`config.mk`:
```
export PLATFORM = sky130hd
export DESIGN_NAME = dma_irq_unit
export DESIGN_NICKNAME = d
export VERILOG_FILES = /design/src/rtl/dma_irq_pkg.sv /design/src/rtl/dma_addr_window.sv /design/src/rtl/dma_err_detect.sv /design/src/rtl/dma_w1c_status.sv /design/src/rtl/dma_irq_pulse.sv /design/src/rtl/dma_irq_unit.sv
export SDC_FILE = /design/constraint.sdc
export NUM_CORES = 1
export LEC_CHECK = 0
export ABC_CLOCK_PERIOD_IN_PS = 3500
export BUFFER_PORTS_ARGS = -buffer_cell sky130_fd_sc_hd__buf_2
export CAP_MARGIN = 20
export CORE_ASPECT_RATIO = 1.25
export CORE_MARGIN = 2
export CORE_UTILIZATION = 40
export DETAILED_ROUTE_END_ITERATION = 8
export GPL_ROUTABILITY_DRIVEN = 0
export PLACE_DENSITY = 0.74
export SKIP_CTS_REPAIR_TIMING = 1
export SYNTH_ARGS = -nofsm -noshare
export SYNTH_HDL_FRONTEND = slang
export SYNTH_SLANG_ARGS = --single-unit
```
`constraint.sdc`:
```
create_clock -name clk -period 3.5 [get_ports clk]
set_clock_uncertainty 0.1 [all_clocks]
set_input_delay 0.35 -clock clk [delete_from_list [all_inputs] [get_ports clk]]
set_output_delay 0.35 -clock clk [all_outputs]
set_load 0.03 [all_outputs]
```
`src/rtl/dma_irq_pkg.sv`:
```
package dma_irq_pkg;
  localparam int ERR_NUM      = 4;
  localparam int ERR_DST_BIT  = 0;
  localparam int ERR_BUS_BIT  = 1;
  localparam int ERR_RST_BIT  = 2;
  localparam int ERR_SLV_BIT  = 3;
  localparam logic [2:0] SIZE_WORD = 3'b010;
  typedef logic [ERR_NUM-1:0] err_vec_t;
endpackage

```
`src/rtl/dma_addr_window.sv`:
```
module dma_addr_window #(
  parameter int ADDR_W = 32,
  parameter logic [ADDR_W-1:0] BASE = '0,
  parameter logic [ADDR_W-1:0] SIZE = 'h1000
) (
  input  logic [ADDR_W-1:0] addr,
  output logic              hit
);
  logic [ADDR_W-1:0] offs;
  always_comb begin
    offs = addr - BASE;
    hit  = (addr >= BASE) && (offs < SIZE);
  end
endmodule

```
`src/rtl/dma_err_detect.sv`:
```
module dma_err_detect
  import dma_irq_pkg::*;
#(
  parameter int NUM_JOBS = 32,
  parameter int JOB_W    = $clog2(NUM_JOBS),
  parameter int ADDR_W   = 32,
  parameter logic [ADDR_W-1:0] REG_BASE = 32'h4000_0000,
  parameter logic [ADDR_W-1:0] REG_SIZE = 32'h0000_1000,
  parameter logic [ADDR_W-1:0] RAM_BASE = 32'h4001_0000,
  parameter logic [ADDR_W-1:0] RAM_SIZE = 32'h0000_4000
) (
  input  logic                dst_valid,
  input  logic [ADDR_W-1:0]   dst_addr,
  input  logic                mst_resp_err,
  input  logic                hw_start_valid,
  input  logic [JOB_W-1:0]    hw_start_id,
  input  logic [NUM_JOBS-1:0] job_busy,
  input  logic                slv_wr_valid,
  input  logic [2:0]          slv_wr_size,
  output err_vec_t            err_evt
);
  localparam int NWIN = 2;
  localparam logic [NWIN-1:0][ADDR_W-1:0] WBASE = {RAM_BASE, REG_BASE};
  localparam logic [NWIN-1:0][ADDR_W-1:0] WSIZE = {RAM_SIZE, REG_SIZE};

  logic [NWIN-1:0] win_hit;

  for (genvar w = 0; w < NWIN; w++) begin : g_win
    dma_addr_window #(
      .ADDR_W(ADDR_W), .BASE(WBASE[w]), .SIZE(WSIZE[w])
    ) u_win (
      .addr(dst_addr),
      .hit (win_hit[w])
    );
  end

  always_comb begin
    err_evt              = '0;
    err_evt[ERR_DST_BIT] = dst_valid && (|win_hit);
    err_evt[ERR_BUS_BIT] = mst_resp_err;
    err_evt[ERR_RST_BIT] = hw_start_valid && job_busy[hw_start_id];
    err_evt[ERR_SLV_BIT] = slv_wr_valid && (slv_wr_size != SIZE_WORD);
  end
endmodule

```
`src/rtl/dma_w1c_status.sv`:
```
module dma_w1c_status #(
  parameter int W = 32
) (
  input  logic         clk,
  input  logic         rst,
  input  logic [W-1:0] set_vec,
  input  logic         clr_we,
  input  logic [W-1:0] clr_mask,
  output logic [W-1:0] status
);
  logic [W-1:0] stat_q;
  logic [W-1:0] keep;

  always_comb keep = clr_we ? (stat_q & ~clr_mask) : stat_q;

  always_ff @(posedge clk) begin
    if (rst) stat_q <= '0;
    else     stat_q <= keep | set_vec;
  end

  assign status = stat_q;

  assert_set_wins_R7: assert property (@(posedge clk) disable iff (rst)
    (|set_vec) |=> ((status & $past(set_vec)) == $past(set_vec)));

  assert_clear_R6: assert property (@(posedge clk) disable iff (rst)
    clr_we |=> ((status & $past(clr_mask & ~set_vec)) == '0));

  assert_untouched_R6: assert property (@(posedge clk) disable iff (rst)
    1'b1 |=> (((status ^ $past(status)) & ~$past(set_vec)
               & ~($past(clr_mask) & {W{$past(clr_we)}})) == '0));
endmodule

```
`src/rtl/dma_irq_pulse.sv`:
```
module dma_irq_pulse #(
  parameter int PULSE_LEN = 3,
  parameter int PULSE_MAX = 5
) (
  input  logic clk,
  input  logic rst,
  input  logic trig,
  output logic irq
);
  localparam int CW = $clog2(PULSE_MAX + PULSE_LEN + 1);
  localparam logic [CW-1:0] LEN_C = CW'(PULSE_LEN);
  localparam logic [CW-1:0] MAX_C = CW'(PULSE_MAX);

  logic          act_q, pend_q;
  logic [CW-1:0] el_q, len_q;
  logic [CW-1:0] reach, want;
  logic          late;

  always_comb begin
    reach = el_q + LEN_C;
    want  = len_q;
    late  = 1'b0;
    if (trig) begin
      if (reach > MAX_C) begin
        want = MAX_C;
        late = 1'b1;
      end else if (reach > len_q) begin
        want = reach;
      end
    end
  end

  always_ff @(posedge clk) begin
    if (rst) begin
      act_q  <= 1'b0;
      pend_q <= 1'b0;
      el_q   <= '0;
      len_q  <= '0;
    end else if (!act_q) begin
      if (trig || pend_q) begin
        act_q <= 1'b1;
        el_q  <= CW'(1);
        len_q <= LEN_C;
      end
      pend_q <= 1'b0;
    end else begin
      len_q <= want;
      if (late) pend_q <= 1'b1;
      if (el_q >= want) begin
        act_q <= 1'b0;
        el_q  <= '0;
      end else begin
        el_q <= el_q + CW'(1);
      end
    end
  end

  assign irq = act_q;

  assert_start_R3: assert property (@(posedge clk) disable iff (rst)
    (trig && !irq) |=> irq);

  assert_min_width_R3: assert property (@(posedge clk) disable iff (rst)
    $rose(irq) |=> irq);

  assert_cap_R4: assert property (@(posedge clk) disable iff (rst)
    irq |-> (el_q >= CW'(1) && el_q <= MAX_C && len_q <= MAX_C));

  assert_restart_R5: assert property (@(posedge clk) disable iff (rst)
    ($fell(irq) && pend_q) |=> irq);
endmodule

```
`src/rtl/dma_irq_unit.sv`:
```
module dma_irq_unit
  import dma_irq_pkg::*;
#(
  parameter int NUM_JOBS  = 32,
  parameter int JOB_W     = $clog2(NUM_JOBS),
  parameter int ADDR_W    = 32,
  parameter int PULSE_LEN = 3,
  parameter int PULSE_MAX = 5,
  parameter logic [ADDR_W-1:0] REG_BASE = 32'h4000_0000,
  parameter logic [ADDR_W-1:0] REG_SIZE = 32'h0000_1000,
  parameter logic [ADDR_W-1:0] RAM_BASE = 32'h4001_0000,
  parameter logic [ADDR_W-1:0] RAM_SIZE = 32'h0000_4000
) (
  input  logic                clk,
  input  logic                rst,
  input  logic                err_irq_en,
  input  logic                job_done_valid,
  input  logic [JOB_W-1:0]    job_done_id,
  input  logic                job_done_ien,
  input  logic                hw_start_valid,
  input  logic [JOB_W-1:0]    hw_start_id,
  input  logic [NUM_JOBS-1:0] job_busy,
  input  logic                dst_valid,
  input  logic [ADDR_W-1:0]   dst_addr,
  input  logic                mst_resp_err,
  input  logic                slv_wr_valid,
  input  logic [2:0]          slv_wr_size,
  input  logic                job_clr_we,
  input  logic [NUM_JOBS-1:0] job_clr_mask,
  input  logic                err_clr_we,
  input  logic [ERR_NUM-1:0]  err_clr_mask,
  output logic [NUM_JOBS-1:0] job_status,
  output logic [ERR_NUM-1:0]  err_status,
  output logic                job_irq,
  output logic                err_irq
);
  logic [NUM_JOBS-1:0] job_set;
  err_vec_t            err_evt, err_set;

  for (genvar j = 0; j < NUM_JOBS; j++) begin : g_dec
    assign job_set[j] = job_done_valid && job_done_ien
                        && (job_done_id == JOB_W'(j));
  end

  dma_err_detect #(
    .NUM_JOBS(NUM_JOBS), .JOB_W(JOB_W), .ADDR_W(ADDR_W),
    .REG_BASE(REG_BASE), .REG_SIZE(REG_SIZE),
    .RAM_BASE(RAM_BASE), .RAM_SIZE(RAM_SIZE)
  ) u_det (
    .dst_valid     (dst_valid),
    .dst_addr      (dst_addr),
    .mst_resp_err  (mst_resp_err),
    .hw_start_valid(hw_start_valid),
    .hw_start_id   (hw_start_id),
    .job_busy      (job_busy),
    .slv_wr_valid  (slv_wr_valid),
    .slv_wr_size   (slv_wr_size),
    .err_evt       (err_evt)
  );

  assign err_set = err_irq_en ? err_evt : '0;

  dma_w1c_status #(.W(NUM_JOBS)) u_job_st (
    .clk(clk), .rst(rst), .set_vec(job_set),
    .clr_we(job_clr_we), .clr_mask(job_clr_mask), .status(job_status)
  );

  dma_w1c_status #(.W(ERR_NUM)) u_err_st (
    .clk(clk), .rst(rst), .set_vec(err_set),
    .clr_we(err_clr_we), .clr_mask(err_clr_mask), .status(err_status)
  );

  dma_irq_pulse #(.PULSE_LEN(PULSE_LEN), .PULSE_MAX(PULSE_MAX)) u_job_pg (
    .clk(clk), .rst(rst), .trig(|job_set), .irq(job_irq)
  );

  dma_irq_pulse #(.PULSE_LEN(PULSE_LEN), .PULSE_MAX(PULSE_MAX)) u_err_pg (
    .clk(clk), .rst(rst), .trig(|err_set), .irq(err_irq)
  );

  assert_job_set_R2: assert property (@(posedge clk) disable iff (rst)
    (job_done_valid && job_done_ien) |=> job_status[$past(job_done_id)]);

  assert_job_gate_R2: assert property (@(posedge clk) disable iff (rst)
    !(job_done_valid && job_done_ien) |=> ((job_status & ~$past(job_status)) == '0));

  assert_err_gate_R12: assert property (@(posedge clk) disable iff (rst)
    !err_irq_en |=> ((err_status & ~$past(err_status)) == '0));

  assert_slv_size_R11: assert property (@(posedge clk) disable iff (rst)
    (err_irq_en && slv_wr_valid && slv_wr_size != SIZE_WORD) |=> err_status[ERR_SLV_BIT]);

  assert_restart_R10: assert property (@(posedge clk) disable iff (rst)
    (err_irq_en && hw_start_valid && job_busy[hw_start_id]) |=> err_status[ERR_RST_BIT]);

  assert_bus_R9: assert property (@(posedge clk) disable iff (rst)
    (err_irq_en && mst_resp_err) |=> err_status[ERR_BUS_BIT]);

  assert_reset_R1: assert property (@(posedge clk)
    rst |=> (job_status == '0 && err_status == '0 && !job_irq && !err_irq));
endmodule

```
After elaboration in Yosys (flattened, before gate mapping) --
Index checks and enable logic that the tools add are counted.
Storage, ports and cells: register bits after elaboration 56, logic and storage cells 146, input bits 124
Cells by class: multiplexer cells 31, reduce and logical (&&, ||, !) cells 48, add/subtract/negate cells 6, bitwise logic cells 8, $lt $le $gt $ge 11, eq/ne operators 32
Operators by type and width (number):
- $eq A5 B5 Y1 const B | 16
- $mux W4 | 18
- $ge A32 B31 Y1 const B | 2
- $sub A32 B31 Y32 const B | 2
- $eq A5 B4 Y1 const B | 8
- $logic_and A1 B1 Y1 | 38
- $and A32 B32 Y32 | 1
- $lt A32 B13 Y1 const B | 1
- $lt A32 B15 Y1 const B | 1
- $mux W32 | 1
- $not A32 Y32 | 1
- $or A32 B32 Y32 | 1
- $reduce_or A32 Y1 | 1
- $eq A5 B3 Y1 const B | 4
- $mux W1 | 11
- $eq A5 B2 Y1 const B | 2
- $add A4 B1 Y4 const B | 2
- $add A4 B2 Y4 const B | 2
- $ge A4 B4 Y1 | 2
- $gt A4 B3 Y1 const B | 2
- $gt A4 B4 Y1 | 2
- $lt A5 B6 Y1 const B | 1
- $reduce_or A2 Y1 | 3
- $bmux W1 S5 | 1
- other kinds (10) | 13

Depth between registers and ports, before layout --
depth in word-level cells 11, mapped depth 19

Cells and area by module --
A second synthesis with hierarchy kept.
Unflattened totals: cells, all modules 423, area total of the unflattened synthesis 3669.8 um^2
By module, submodules not included:
- dma_irq_pulse | times used 2, area an instance 755.7 um^2, cells an instance 86, seq. area each 200.2 um^2
- dma_w1c_status at u_job_st | times used 1, area an instance 1209.9 um^2, cells an instance 134, seq. area each 640.6 um^2
- dma_err_detect | times used 1, area an instance 349.1 um^2, cells an instance 27, seq. area each 0.0 um^2
- dma_irq_unit | times used 1, area an instance 344.1 um^2, cells an instance 59, seq. area each 0.0 um^2
- dma_w1c_status at u_err_st | times used 1, area an instance 145.1 um^2, cells an instance 16, seq. area each 80.1 um^2
- dma_addr_window at u_det.g_win[0].u_win | times used 1, area an instance 65.1 um^2, cells an instance 8, seq. area each 0.0 um^2
- dma_addr_window at u_det.g_win[1].u_win | times used 1, area an instance 45.0 um^2, cells an instance 7, seq. area each 0.0 um^2

Least setup slack after synthesis --
OpenSTA, ideal clock, no wires.
path kind register to register, start point reg u_err_pg.el_q[0], end point reg u_err_pg.el_q[3], required time 3.309 ns, cell stages (with the launch flop) 18, path buffers 0, path slack -0.330 ns, arrival 3.639 ns, cells stage by stage dfxtp_1 > inv_1 > ha_1 > inv_1 > ha_1 > nor2b_1 > o21bai_1 > o2bb2ai_1 > inv_1 > o21ai_2 > a21oi_1 > ha_1 > nand2b_1 > a21o_1 > a21o_1 > a211oi_1 > a41oi_1 > a311oi_1
On the way: longest elaborated chain between the ends 8
Ends and longest elaborated chain:
- start: declaration | RTL line dma_irq_pulse.sv:15 | logic [CW-1:0] el_q, len_q;
- start signal: assignment | RTL line dma_irq_pulse.sv:53 | el_q <= el_q + CW'(1);
- $add A4 B2 Y4 | RTL line dma_irq_pulse.sv:20 | reach = el_q + LEN_C;
- $gt A4 B4 Y1 | RTL line dma_irq_pulse.sv:27 | end else if (reach > len_q) begin
- $mux W4 | RTL line dma_irq_pulse.sv:27
- $mux W4 | RTL line dma_irq_pulse.sv:24 | if (reach > MAX_C) begin
- $mux W4 | RTL line dma_irq_pulse.sv:23 | if (trig) begin
- $ge A4 B4 Y1 | RTL line dma_irq_pulse.sv:49 | if (el_q >= want) begin
- $mux W4 (*) | RTL line dma_irq_pulse.sv:49
- $mux W4 (*) | RTL line dma_irq_pulse.sv:39 | end else if (!act_q) begin
Every way passes the cells marked *; elsewhere a longest branch is shown, timed or not. A chain may end at the register's enable or synchronous reset.

Worst setup path after layout --
start point reg u_job_pg.el_q[0], end point reg u_job_pg.el_q[2]
On the way: longest elaborated chain between the ends 8
Ends and longest elaborated chain (RTL line):
- start: declaration | dma_irq_pulse.sv:15
- start signal: assignment | dma_irq_pulse.sv:53
- $add A4 B2 Y4 | dma_irq_pulse.sv:20
- $gt A4 B4 Y1 | dma_irq_pulse.sv:27
- $mux W4 | dma_irq_pulse.sv:27
- $mux W4 | dma_irq_pulse.sv:24
- $mux W4 | dma_irq_pulse.sv:23
- $ge A4 B4 Y1 | dma_irq_pulse.sv:49
- $mux W4 (*) | dma_irq_pulse.sv:49
- $mux W4 (*) | dma_irq_pulse.sv:39
Marked as above.

==> results_dict.tcl <==
set metrics [dict create \
    yosys_most_used_dff "dfxtp_1" \
    timing.hold.ws_ns 0.212 \
    placement.io_buffers 149 \
    drv_slew 0 \
    ys_ff_latch 56 \
    status "finished with violations" \
    hold_violations 0 \
    num_rows 36 \
    avgViaCountPerCell 5.32 \
    antenna_cells 0 \
    clk_latency_ns 0.31 \
    firstDrtPassIters 4 \
    period_minus_slack_ns 3.54 \
    routed_wl_mm 9.78 \
    worstPathArrival_ns 3.69 \
    grt_pass1_vias 3364 \
    final_antenna_net_count 0 \
    initial_core_util 0.412 \
    drt-initial-drc-count 149 \
    antenna_found_initial 0 \
    area_growth_pct 43.2 \
    clock_tree.root_cell "clkbuf_8" \
    cp_max_fo 3 \
    powerDensity_nw_per_um2 392 \
    setup_viol 1 \
    hold_class "in2reg" \
    rsz0062_at_grt "yes" \
    final_common_cell "buf_2" \
    final_layout_size_suffix_gt1_frac 0.429 \
    grt_max_degree 50 \
    fp.coreArea_um2 7790 \
    wl_per_cell_um 14.9 \
    finalWorstSetupSlack_ns -0.0381 \
    htree_num_levels 2 \
    netlist_area_um2 3210 \
    violations "setup timing" \
    period_share 1.01 \
    overflow 0 \
    vdd_drop_max_mv 0.239 \
    r2r_slack_ns -0.04 \
    maxSlewHeadroom 0.438 \
    clk_pin_slew_ns 0.11 \
    power_mw 1.80 \
    die_w_um 84.1 \
    synth_nets 530 \
    synth_warnings 0 \
    tightestPinTransition_ns 0.836 \
    dr_total_vias 3478 \
    path_class "reg2reg" \
    netlist_instances 382 \
    gr-usage-all-layers 0.212 \
    synth_edf_count 0 \
    die_y_um 104 \
    power.leakage_nw 2.14 \
    cp.required_ns 3.65 \
    io_pins 162 \
    max_freq_ghz 0.283 \
    dp_hpwl_mm 7.55 \
    cts_buffer_depth 2 \
    drc 0 \
    worstSetupEndpointType "register" \
    grt_pass1_wl_mm 15.4 \
    cts_buffers 5 \
    fill_cells 713 \
    layout_common_cells "buf_2 (149), nor2_1 (55), nand2_1 (52)" \
    fin_nets 706 \
    async_flop_share 0 \
    worstSetupStartpointType "register" \
    cap_violations 0 \
    synth_cell_type_count 55 \
    tritoncts "built" \
    clock-sinks 56 \
    seq_area_frac_synth 0.349 \
    dieArea_um2 8760 \
    synth_area_per_cell_um2 8.40 \
]
## area by class of cell
class / instances / area [µm²] / share of cell area
repair buffers: 182 / 1000 / 0.218
well taps: 95 / 119 / 0.0259
flip-flops and latches: 56 / 1130 / 0.247
clock inverters: 3 / 22.5 / 0.00490
inverters: 22 / 90.1 / 0.0196
clock buffers: 5 / 68.8 / 0.0150
multi-input cells: 291 / 2160 / 0.470
## sequential cells by signal (all words and copies together) (netlist names)
signal	flops
u_err_pg.pend_q	1
u_err_pg.len_q	4
u_job_pg.len_q	4
u_job_pg.pend_q	1
u_job_pg.el_q	4
u_job_st.status	32
u_err_pg.el_q	4
u_err_st.status	4
u_err_pg.irq	1
u_job_pg.irq	1
## cell families (layout without fill, tap and decap cells)
family,after synthesis,in the layout,synth area share
AOI/OAI and AO/OA,94,94,0.212
xor gates and xnor gates,4,4,0.0109
adders and majority gates,24,24,0.0936
buffers and inverters,35,212,0.0444
DFF,56,56,0.349
muxes,12,12,0.0694
and+or+nand+nor,157,157,0.221
## final timing paths
| check | end | startpoint | depth (start not counted) |
|---|---|---|---|
| setup / recovery | u_job_pg.el_q[2]$_SDFFE_PP0P_ | u_job_pg.el_q[0]$_SDFFE_PP0P_ | 18 |
| hold / removal | u_err_st.status[1]$_SDFF_PP0_ | err_clr_mask[1] | 4 |
| setup reg to reg | u_job_pg.el_q[2]$_SDFFE_PP0P_ | u_job_pg.el_q[0]$_SDFFE_PP0P_ | 18 |
| hold reg to reg | u_err_st.status[1]$_SDFF_PP0_ | u_err_st.status[1]$_SDFF_PP0_ | 2 |
## through the flow
step	utilization	TNS, ns	setup WS, ns	instance area, µm²	instances
2_1_floorplan	-	0	0.0141	3240	382
3_3_place_gp	0.546	-0.0774	-0.0521	4250	641
3_5_place_dp	0.546	-0.624	-0.156	4250	641
4_1_cts	0.558	-0.426	-0.137	4350	649
5_1_grt	0.590	-0.687	-0.138	4600	654
6_report	0.590	-0.0381	-0.0381	4600	654
## critical path: stages, from the launching register on
cell and delay, ns:
dfxtp_4 0.37, inv_4 0.04, ha_4 0.26, inv_4 0.04, ha_4 0.26, nor2b_4 0.12
o21a_1 0.14, o21a_1 0.17, o21ai_4 0.08, or3_4 0.35, o22ai_4 0.16, inv_1 0.06
ha_1 0.26, nand2b_1 0.14, a21o_1 0.18, a21oi_2 0.14, o21ai_2 0.08, or3b_4 0.40
a21oi_2 0.13
## metal layers
metal  global-route usage  part of all wire  vias to the layer above
met2                0.393              0.53                      102
met1                0.248              0.42                     1652
met3               0.0357             0.045                       13
met5                    0                 0                        -
li1                     -                 -                     1711
met4               0.0588             0.013                        0
## synthesized netlist by cell type, types with 5 or more instances
master | instances | area (µm²)
a21o_1 | 5 | 37.5
a21oi_1 | 18 | 90.1
a22oi_1 | 32 | 240
clkbuf_1 | 9 | 33.8
dfxtp_1 | 56 | 1120
ha_1 | 24 | 300
inv_1 | 22 | 82.6
mux2i_1 | 5 | 50.1
nand2_1 | 53 | 199
nand2b_1 | 6 | 37.5
nor2_1 | 57 | 214
nor2b_1 | 7 | 43.8
nor3_1 | 8 | 40.0
o21ai_0 | 9 | 45.0
## where the power goes
| group | internal, mW | leakage, nW | switching, mW |
|---|---|---|---|
| registers | 0.662 | 0.457 | 0.0286 |
| logic | 0.383 | 1.63 | 0.364 |
| clock network | 0.144 | 0.0485 | 0.220 |
Power figures use the tool's default switching activity.
